$ cat config.mk
export PLATFORM = sky130hd
export DESIGN_NAME = sio_cfg_ctrl
export DESIGN_NICKNAME = d
export VERILOG_FILES = /design/src/rtl/sio_cfg_pkg.sv /design/src/rtl/sio_unlock.sv /design/src/rtl/sio_regfile.sv /design/src/rtl/sio_decode.sv /design/src/rtl/sio_cfg_ctrl.sv
export SDC_FILE = /design/constraint.sdc
export NUM_CORES = 1
export LEC_CHECK = 0
export BUFFER_PORTS_ARGS = -buffer_cell sky130_fd_sc_hd__buf_2
export CAP_MARGIN = 20
export CORE_MARGIN = 5
export CORE_UTILIZATION = 55
export CTS_CLUSTER_DIAMETER = 60
export CTS_CLUSTER_SIZE = 14
export DETAILED_ROUTE_END_ITERATION = 10
export MAX_ROUTING_LAYER = met4
export PLACE_DENSITY = 0.8
export SLEW_MARGIN = 20
export SYNTH_ARGS = -nofsm -noshare
export SYNTH_HDL_FRONTEND = slang
export SYNTH_SLANG_ARGS = --single-unit
$ cat constraint.sdc
create_clock -name clk -period 3 [get_ports clk]
set_input_delay 0.3 -clock clk [delete_from_list [all_inputs] [get_ports clk]]
set_output_delay 0.3 -clock clk [all_outputs]
set_load 0.01 [all_outputs]
$ cat src/rtl/sio_cfg_pkg.sv
package sio_cfg_pkg;

    localparam int          REG_W     = 8;
    localparam int          ADDR_BITS = 16;
    localparam logic [7:0]  KEY_ENTER = 8'h55;
    localparam logic [7:0]  KEY_EXIT  = 8'hAA;
    localparam logic [15:0] FDC_BASE  = 16'h03F0;
    localparam logic [15:0] IDE_CMD   = 16'h01F0;
    localparam logic [15:0] IDE_CTL   = 16'h03F6;

    typedef enum logic [1:0] {
        LK_IDLE = 2'd0,
        LK_HALF = 2'd1,
        LK_OPEN = 2'd2
    } lock_state_t;

    typedef struct packed {
        logic        en;
        logic [15:0] base;
        logic [3:0]  irq;
    } res_t;

    typedef struct packed {
        logic [15:0] alt_a;
        logic [15:0] alt_b;
    } alt_pair_t;

    typedef struct packed {
        logic uart0;
        logic uart1;
        logic lpt;
        logic fdc;
        logic ide;
    } reconf_t;

    function automatic logic [7:0] reset_value(input int idx);
        case (idx)
            0:       return 8'h3F;
            1:       return 8'h9F;
            2:       return 8'hDC;
            default: return 8'h00;
        endcase
    endfunction

    function automatic alt_pair_t alt_pair(input logic [1:0] sel);
        alt_pair_t p;
        case (sel)
            2'd0:    begin p.alt_a = 16'h0338; p.alt_b = 16'h0238; end
            2'd1:    begin p.alt_a = 16'h03E8; p.alt_b = 16'h02E8; end
            2'd2:    begin p.alt_a = 16'h03E8; p.alt_b = 16'h02E0; end
            default: begin p.alt_a = 16'h0220; p.alt_b = 16'h0228; end
        endcase
        return p;
    endfunction

    function automatic res_t uart_res(input logic [2:0] fld, input alt_pair_t p);
        res_t r;
        r = '0;
        if (fld[2]) begin
            r.en = 1'b1;
            case (fld[1:0])
                2'd0:    begin r.base = 16'h03F8; r.irq = 4'd4; end
                2'd1:    begin r.base = 16'h02F8; r.irq = 4'd3; end
                2'd2:    begin r.base = p.alt_a;  r.irq = 4'd4; end
                default: begin r.base = p.alt_b;  r.irq = 4'd3; end
            endcase
        end
        return r;
    endfunction

    function automatic res_t lpt_res(input logic [1:0] mode);
        res_t r;
        r = '0;
        if (mode != 2'd0) begin
            r.en  = 1'b1;
            r.irq = 4'd7;
            case (mode)
                2'd1:    r.base = 16'h03BC;
                2'd2:    r.base = 16'h0378;
                default: r.base = 16'h0278;
            endcase
        end
        return r;
    endfunction

endpackage

$ cat src/rtl/sio_unlock.sv
module sio_unlock
    import sio_cfg_pkg::*;
(
    input  logic       clk,
    input  logic       rst,
    input  logic       idx_wr,
    input  logic [7:0] wdata,
    output logic       cfg_mode,
    output logic [7:0] index
);

    lock_state_t st_q;

    always_ff @(posedge clk) begin
        if (rst) begin
            st_q  <= LK_IDLE;
            index <= 8'h00;
        end else if (idx_wr) begin
            case (st_q)
                LK_OPEN: begin
                    if (wdata == KEY_EXIT) st_q  <= LK_IDLE;
                    else                   index <= wdata;
                end
                LK_HALF: if (wdata == KEY_ENTER) st_q <= LK_OPEN;
                default: if (wdata == KEY_ENTER) st_q <= LK_HALF;
            endcase
        end
    end

    assign cfg_mode = (st_q == LK_OPEN);


    unlock_enter_chk: assert property (@(posedge clk) disable iff (rst)
        (idx_wr && wdata == KEY_ENTER && st_q == LK_HALF) |=> cfg_mode);


    unlock_hold_chk: assert property (@(posedge clk) disable iff (rst)
        (!cfg_mode && !(idx_wr && wdata == KEY_ENTER)) |=> $stable(st_q));


    unlock_exit_chk: assert property (@(posedge clk) disable iff (rst)
        (cfg_mode && idx_wr && wdata == KEY_EXIT) |=> !cfg_mode);

endmodule

$ cat src/rtl/sio_regfile.sv
module sio_regfile
    import sio_cfg_pkg::*;
#(
    parameter int NREG    = 16,
    parameter bit HAS_IDE = 1'b1
) (
    input  logic                  clk,
    input  logic                  rst,
    input  logic                  data_wr,
    input  logic [7:0]            index,
    input  logic [7:0]            wdata,
    output logic [NREG-1:0][7:0]  regs_q,
    output reconf_t               reconf
);

    localparam logic [7:0] LAST_IDX = 8'(NREG - 1);

    logic in_range;
    logic [7:0] old_val;
    logic [7:0] diff;

    assign in_range = (index <= LAST_IDX);
    assign old_val  = in_range ? regs_q[index[$clog2(NREG)-1:0]] : 8'h00;
    assign diff     = old_val ^ wdata;

    for (genvar g = 0; g < NREG; g++) begin : g_reg
        always_ff @(posedge clk) begin
            if (rst)
                regs_q[g] <= reset_value(g);
            else if (data_wr && in_range && index == 8'(g))
                regs_q[g] <= wdata;
        end
    end

    always_ff @(posedge clk) begin
        if (rst) begin
            reconf <= '0;
        end else begin
            reconf <= '0;
            if (data_wr && in_range) begin
                case (index)
                    8'd0: begin
                        reconf.fdc <= diff[4];
                        reconf.ide <= HAS_IDE && diff[0];
                    end
                    8'd1: begin
                        reconf.lpt   <= |diff[1:0];
                        reconf.uart0 <= |diff[6:5];
                        reconf.uart1 <= |diff[6:5];
                    end
                    8'd2: begin
                        reconf.uart0 <= |diff[2:0];
                        reconf.uart1 <= |diff[6:4];
                    end
                    default: ;
                endcase
            end
        end
    end


    regs_locked_chk: assert property (@(posedge clk) disable iff (rst)
        (!data_wr || !in_range) |=> $stable(regs_q));


    strobe_cause_chk: assert property (@(posedge clk) disable iff (rst)
        (reconf != '0) |-> $past(data_wr && in_range));


    lpt_strobe_chk: assert property (@(posedge clk) disable iff (rst)
        (data_wr && index == 8'd1 && wdata[1:0] != regs_q[1][1:0]) |=> reconf.lpt);

endmodule

$ cat src/rtl/sio_decode.sv
module sio_decode
    import sio_cfg_pkg::*;
#(
    parameter bit HAS_IDE = 1'b1
) (
    input  logic [7:0] r0,
    input  logic [7:0] r1,
    input  logic [7:0] r2,
    output res_t       uart0,
    output res_t       uart1,
    output res_t       lpt,
    output logic       fdc_en,
    output logic       ide_en
);

    alt_pair_t pair;
    res_t      uart_v [2];

    assign pair = alt_pair(r1[6:5]);

    for (genvar p = 0; p < 2; p++) begin : g_uart
        assign uart_v[p] = uart_res(r2[4*p +: 3], pair);
    end

    assign uart0  = uart_v[0];
    assign uart1  = uart_v[1];
    assign lpt    = lpt_res(r1[1:0]);
    assign fdc_en = r0[4];

    if (HAS_IDE) begin : g_ide
        assign ide_en = r0[0];
    end else begin : g_no_ide
        assign ide_en = 1'b0;
    end

endmodule

$ cat src/rtl/sio_cfg_ctrl.sv
module sio_cfg_ctrl
    import sio_cfg_pkg::*;
#(
    parameter int              ADDR_W    = ADDR_BITS,
    parameter logic [ADDR_W-1:0] INDEX_PORT = ADDR_W'(16'h03F0),
    parameter int              NREG      = 16,
    parameter bit              HAS_IDE   = 1'b1
) (
    input  logic              clk,
    input  logic              rst,
    input  logic [ADDR_W-1:0] bus_addr,
    input  logic              bus_wr,
    input  logic              bus_rd,
    input  logic [7:0]        bus_wdata,
    output logic [7:0]        bus_rdata,
    output logic              cfg_mode,
    output logic              uart0_en,
    output logic [15:0]       uart0_base,
    output logic [3:0]        uart0_irq,
    output logic              uart1_en,
    output logic [15:0]       uart1_base,
    output logic [3:0]        uart1_irq,
    output logic              lpt_en,
    output logic [15:0]       lpt_base,
    output logic [3:0]        lpt_irq,
    output logic              fdc_en,
    output logic [15:0]       fdc_base,
    output logic              ide_en,
    output logic [15:0]       ide_cmd_base,
    output logic [15:0]       ide_ctl_base,
    output logic              uart0_reconf,
    output logic              uart1_reconf,
    output logic              lpt_reconf,
    output logic              fdc_reconf,
    output logic              ide_reconf
);

    localparam logic [ADDR_W-1:0] DATA_PORT = INDEX_PORT + ADDR_W'(1);
    localparam logic [7:0]        LAST_IDX  = 8'(NREG - 1);

    logic hit_idx, hit_data;
    logic [7:0] index;
    logic [NREG-1:0][7:0] regs_q;
    reconf_t reconf;
    res_t u0, u1, lp;

    assign hit_idx  = (bus_addr == INDEX_PORT);
    assign hit_data = (bus_addr == DATA_PORT);

    sio_unlock u_unlock (
        .clk      (clk),
        .rst      (rst),
        .idx_wr   (bus_wr && hit_idx),
        .wdata    (bus_wdata),
        .cfg_mode (cfg_mode),
        .index    (index)
    );

    sio_regfile #(.NREG(NREG), .HAS_IDE(HAS_IDE)) u_regs (
        .clk     (clk),
        .rst     (rst),
        .data_wr (bus_wr && hit_data && cfg_mode),
        .index   (index),
        .wdata   (bus_wdata),
        .regs_q  (regs_q),
        .reconf  (reconf)
    );

    sio_decode #(.HAS_IDE(HAS_IDE)) u_dec (
        .r0     (regs_q[0]),
        .r1     (regs_q[1]),
        .r2     (regs_q[2]),
        .uart0  (u0),
        .uart1  (u1),
        .lpt    (lp),
        .fdc_en (fdc_en),
        .ide_en (ide_en)
    );

    always_comb begin
        bus_rdata = 8'h00;
        if (bus_rd && hit_data && cfg_mode && index <= LAST_IDX)
            bus_rdata = regs_q[index[$clog2(NREG)-1:0]];
    end

    assign uart0_en     = u0.en;
    assign uart0_base   = u0.base;
    assign uart0_irq    = u0.irq;
    assign uart1_en     = u1.en;
    assign uart1_base   = u1.base;
    assign uart1_irq    = u1.irq;
    assign lpt_en       = lp.en;
    assign lpt_base     = lp.base;
    assign lpt_irq      = lp.irq;
    assign fdc_base     = FDC_BASE;
    assign ide_cmd_base = IDE_CMD;
    assign ide_ctl_base = IDE_CTL;
    assign uart0_reconf = reconf.uart0;
    assign uart1_reconf = reconf.uart1;
    assign lpt_reconf   = reconf.lpt;
    assign fdc_reconf   = reconf.fdc;
    assign ide_reconf   = reconf.ide;


    locked_read_chk: assert property (@(posedge clk) disable iff (rst)
        !cfg_mode |-> bus_rdata == 8'h00);


    lpt_irq_chk: assert property (@(posedge clk) disable iff (rst)
        lpt_en |-> lpt_irq == 4'd7);

endmodule

==> impl_metrics.ini <==
[synth]
synth.distinct_cells = 58
synth_area_sq_mm = 0.007471
ys.flop_type = dfxtp_1
yosys.area.top_type = dfxtp_1
syn_area_per_cell_sq_um = 8.852
yosysSeqAreaShare_pct = 38.32
synthArstFlopShare_pct = 0
yosysMostFrequentCell = nand2_1
syn_inst = 844
synth_edf_count = 0
synth_common_cells = nand2_1 (159), dfxtp_1 (143), buf_4 (99)
synth_warnings = 0
synth_top_cell_area_share_pct = 38.32
ys_seq_elements = 143
synth_area_leaders = dfxtp_1 (38%), mux4_2 (10%), buf_4 (9.9%)

[clock_tree]
cts_tree = built
cts_sinks = 143
clk_pin_slew_ps = 50
clk_latency_ps = 420
numCtsBuffers = 17
cts.path.max_buffers = 2
cts_root_buf = clkbuf_16
h-tree-depth = 4

[worst_hold_path]
hp-start = bus_wr
hold_end = u_regs.reconf[4]$_SDFF_PP0_
hold_depth = 3
hold_path_class = primary input to flip-flop

[sta]
slew_viol_final = 0
fmax_mhz = 348.1
rsz0062_at_grt = false
fin_skew_ps = 6.388
slew_headroom_pct = 52.41
fin_crit_ps = 2873
holdWs_ps = 261.1
final.setup.tns_ps = 0
setup_viol = 0
fin_ws_ps = 127.1
finalCritPeriodShare_pct = 95.76
tightest_slew_ps = 713.9
hold_violations = 0

[pwr]
p_seq_share_pct = 48.3
netSwitchingFraction_pct = 21.95
p_total_mw = 3.929
p_leak_nw = 3.096
cellPowerDensity_mw_per_mm2 = 480.2
comb_power_share_pct = 4.1
clkPwrFrac_pct = 47.6
irDropWorstVdd_v = 0.0004198
p_sw_uw = 862.2
power.internal_mw = 3.066

[setup_path]
worstPathMaxFanout = 19
path_delay_family = multiplexers
worstRegToRegCells = 10
r2r_start = u_unlock.index[0]$_SDFFE_PP0P_
cpPeakStageDelay_ps = 550
r2r_end = u_regs.reconf[4]$_SDFF_PP0_
r2r_slack_ps = 390
worstPathArrival_ps = 2570
setup.worst_path.start_class = flip-flop
crit_buf_inv = 3
required_ps = 2700
crit_type = flip-flop to primary output
worstPathCellList = buf_12, buf_4, mux4_2, mux4_2, nor2b_1, buf_2
end_kind = primary output
crit_path_frequent_cell = mux4_2
crit_slowest_cell = mux4_2

[route]
drtIter0Drc = 725
antenna_left = 0
drt_first_pass_iters = 5
wl_per_cell_um = 17.96
drc = 0
wirelength_um = 19380
viasPerCell = 5.702
via_count = 6152

[final_layout]
final_cell_area_sq_mm = 0.008182
syn2layout_area_growth_pct = 9.513
fillers = 1129
num_antenna_cells = 0
finalNetCount = 931
finalNonFillerCells = 1079
final_core_util_pct = 61.54
drive_gt1_share_pct = 20.16

[floorplan]
start_util_pct = 56.19
dieHeight_um = 126.6
die_area_sq_mm = 0.01601
core_sq_mm = 0.01330
row_count = 42
io_pins = 155
die_w_um = 126.6

[grt]
grt_pass1_wl_um = 30080
antenna_found_initial = 0
grt_usage_pct = 24.40
grt_pass1_vias = 5702
overflow = 0
grt_max_degree = 64

[outcome]
outcome = finished, final reports clean

[placement]
place_congestion = 0.9285
dpl_cell_area_sq_mm = 0.007662
io_buffers = 77
hpwl_um = 13060
place_ws_ps = 307.7
numPlacedInstances = 1052

[run]
drv_cap = 0
[metal layers]
metal  track usage [%]  share of wire [%]  vias to the layer above
met1             31.00                 39                     2900
met2             36.18                 46                      371
met3             6.683                 11                       55
met5                 -                  0                        -
met4             11.48                3.5                        0
li1                  -                  -                     2826
[final cells by class]
cell class | instances | area, sq um | share of cell area, %
multi-input combinational | 615 | 3885 | 47.48
clock buffer | 26 | 509.2 | 6.224
timing repair buffer | 107 | 650.6 | 7.952
inverter | 11 | 41.29 | 0.5047
tap | 176 | 220.2 | 2.692
sequential | 143 | 2870 | 35.08
clock inverter | 1 | 5.005 | 0.06117
[power groups by stage]
stage | registers (mW) | clock network, mW | logic [mW]
global placement | 1.94 | 0 | 0.153
CTS | 1.90 | 1.88 | 0.153
global route | 1.90 | 1.97 | 0.171
floorplan | 1.94 | 0 | 0.180
detailed placement | 1.94 | 0 | 0.153
finish | 1.90 | 1.87 | 0.160
[sequential cells by signal (all words and copies together) (netlist names)]
register        flops
u_regs.regs_q     128
u_unlock.st_q       2
u_unlock.index      8
u_regs.reconf       5
[cell usage in the layout, fill, tap and decap left out, drive strengths merged, types with 16 or more instances in the layout]
| master | Yosys | final |
|---|---|---|
| nand3 | 42 | 42 |
| nand2 | 160 | 160 |
| clkbuf | 32 | 26 |
| conb | 2 | 77 |
| nor2b | 16 | 16 |
| nor2 | 56 | 56 |
| dfxtp | 143 | 143 |
| a211o | 17 | 17 |
| mux4 | 34 | 34 |
| buf | 118 | 107 |
| mux2i | 36 | 36 |
| a21oi | 95 | 95 |
[cell families after synthesis]
logic type      after synthesis  share of synthesized area, %
compound gates              133                         10.63
xor+xnor                      3                        0.3518
fa+ha+maj                     8                         1.340
buf+inv                     161                         13.45
flops                       143                         38.32
mux                          73                         15.53
other cells                   2                        0.1005
simple gates                321                         20.28
[repair_timing]
action | in CTS | in global routing
resized for setup | 0 | 2
endpoints found under the setup margin | 0 | 5
hold buffers | 0 | 0
setup buffers | 0 | 0
[worst max-delay path by stage]
stage / startpoint / endpoint / depth (start not counted)
2_1_floorplan: u_unlock.index[0]$_SDFFE_PP0P_ / bus_rdata[3] / 6
3_3_place_gp: bus_addr[1] / u_regs.regs_q[55]$_SDFFE_PP0P_ / 10
3_5_place_dp: bus_addr[1] / u_regs.regs_q[57]$_SDFFE_PP0P_ / 10
4_1_cts: u_unlock.index[0]$_SDFFE_PP0P_ / bus_rdata[7] / 6
5_1_grt: u_unlock.index[0]$_SDFFE_PP0P_ / bus_rdata[7] / 6
6_report: u_unlock.index[0]$_SDFFE_PP0P_ / bus_rdata[7] / 6
[worst register-to-register path, delay by kind of cell, from the launching register on]
kind	cells	cell delay (ps)
compound gates	4	810
buf+inv	3	580
flops	1	420
mux	1	540
simple gates	2	140
Power figures use the tool's default switching activity.
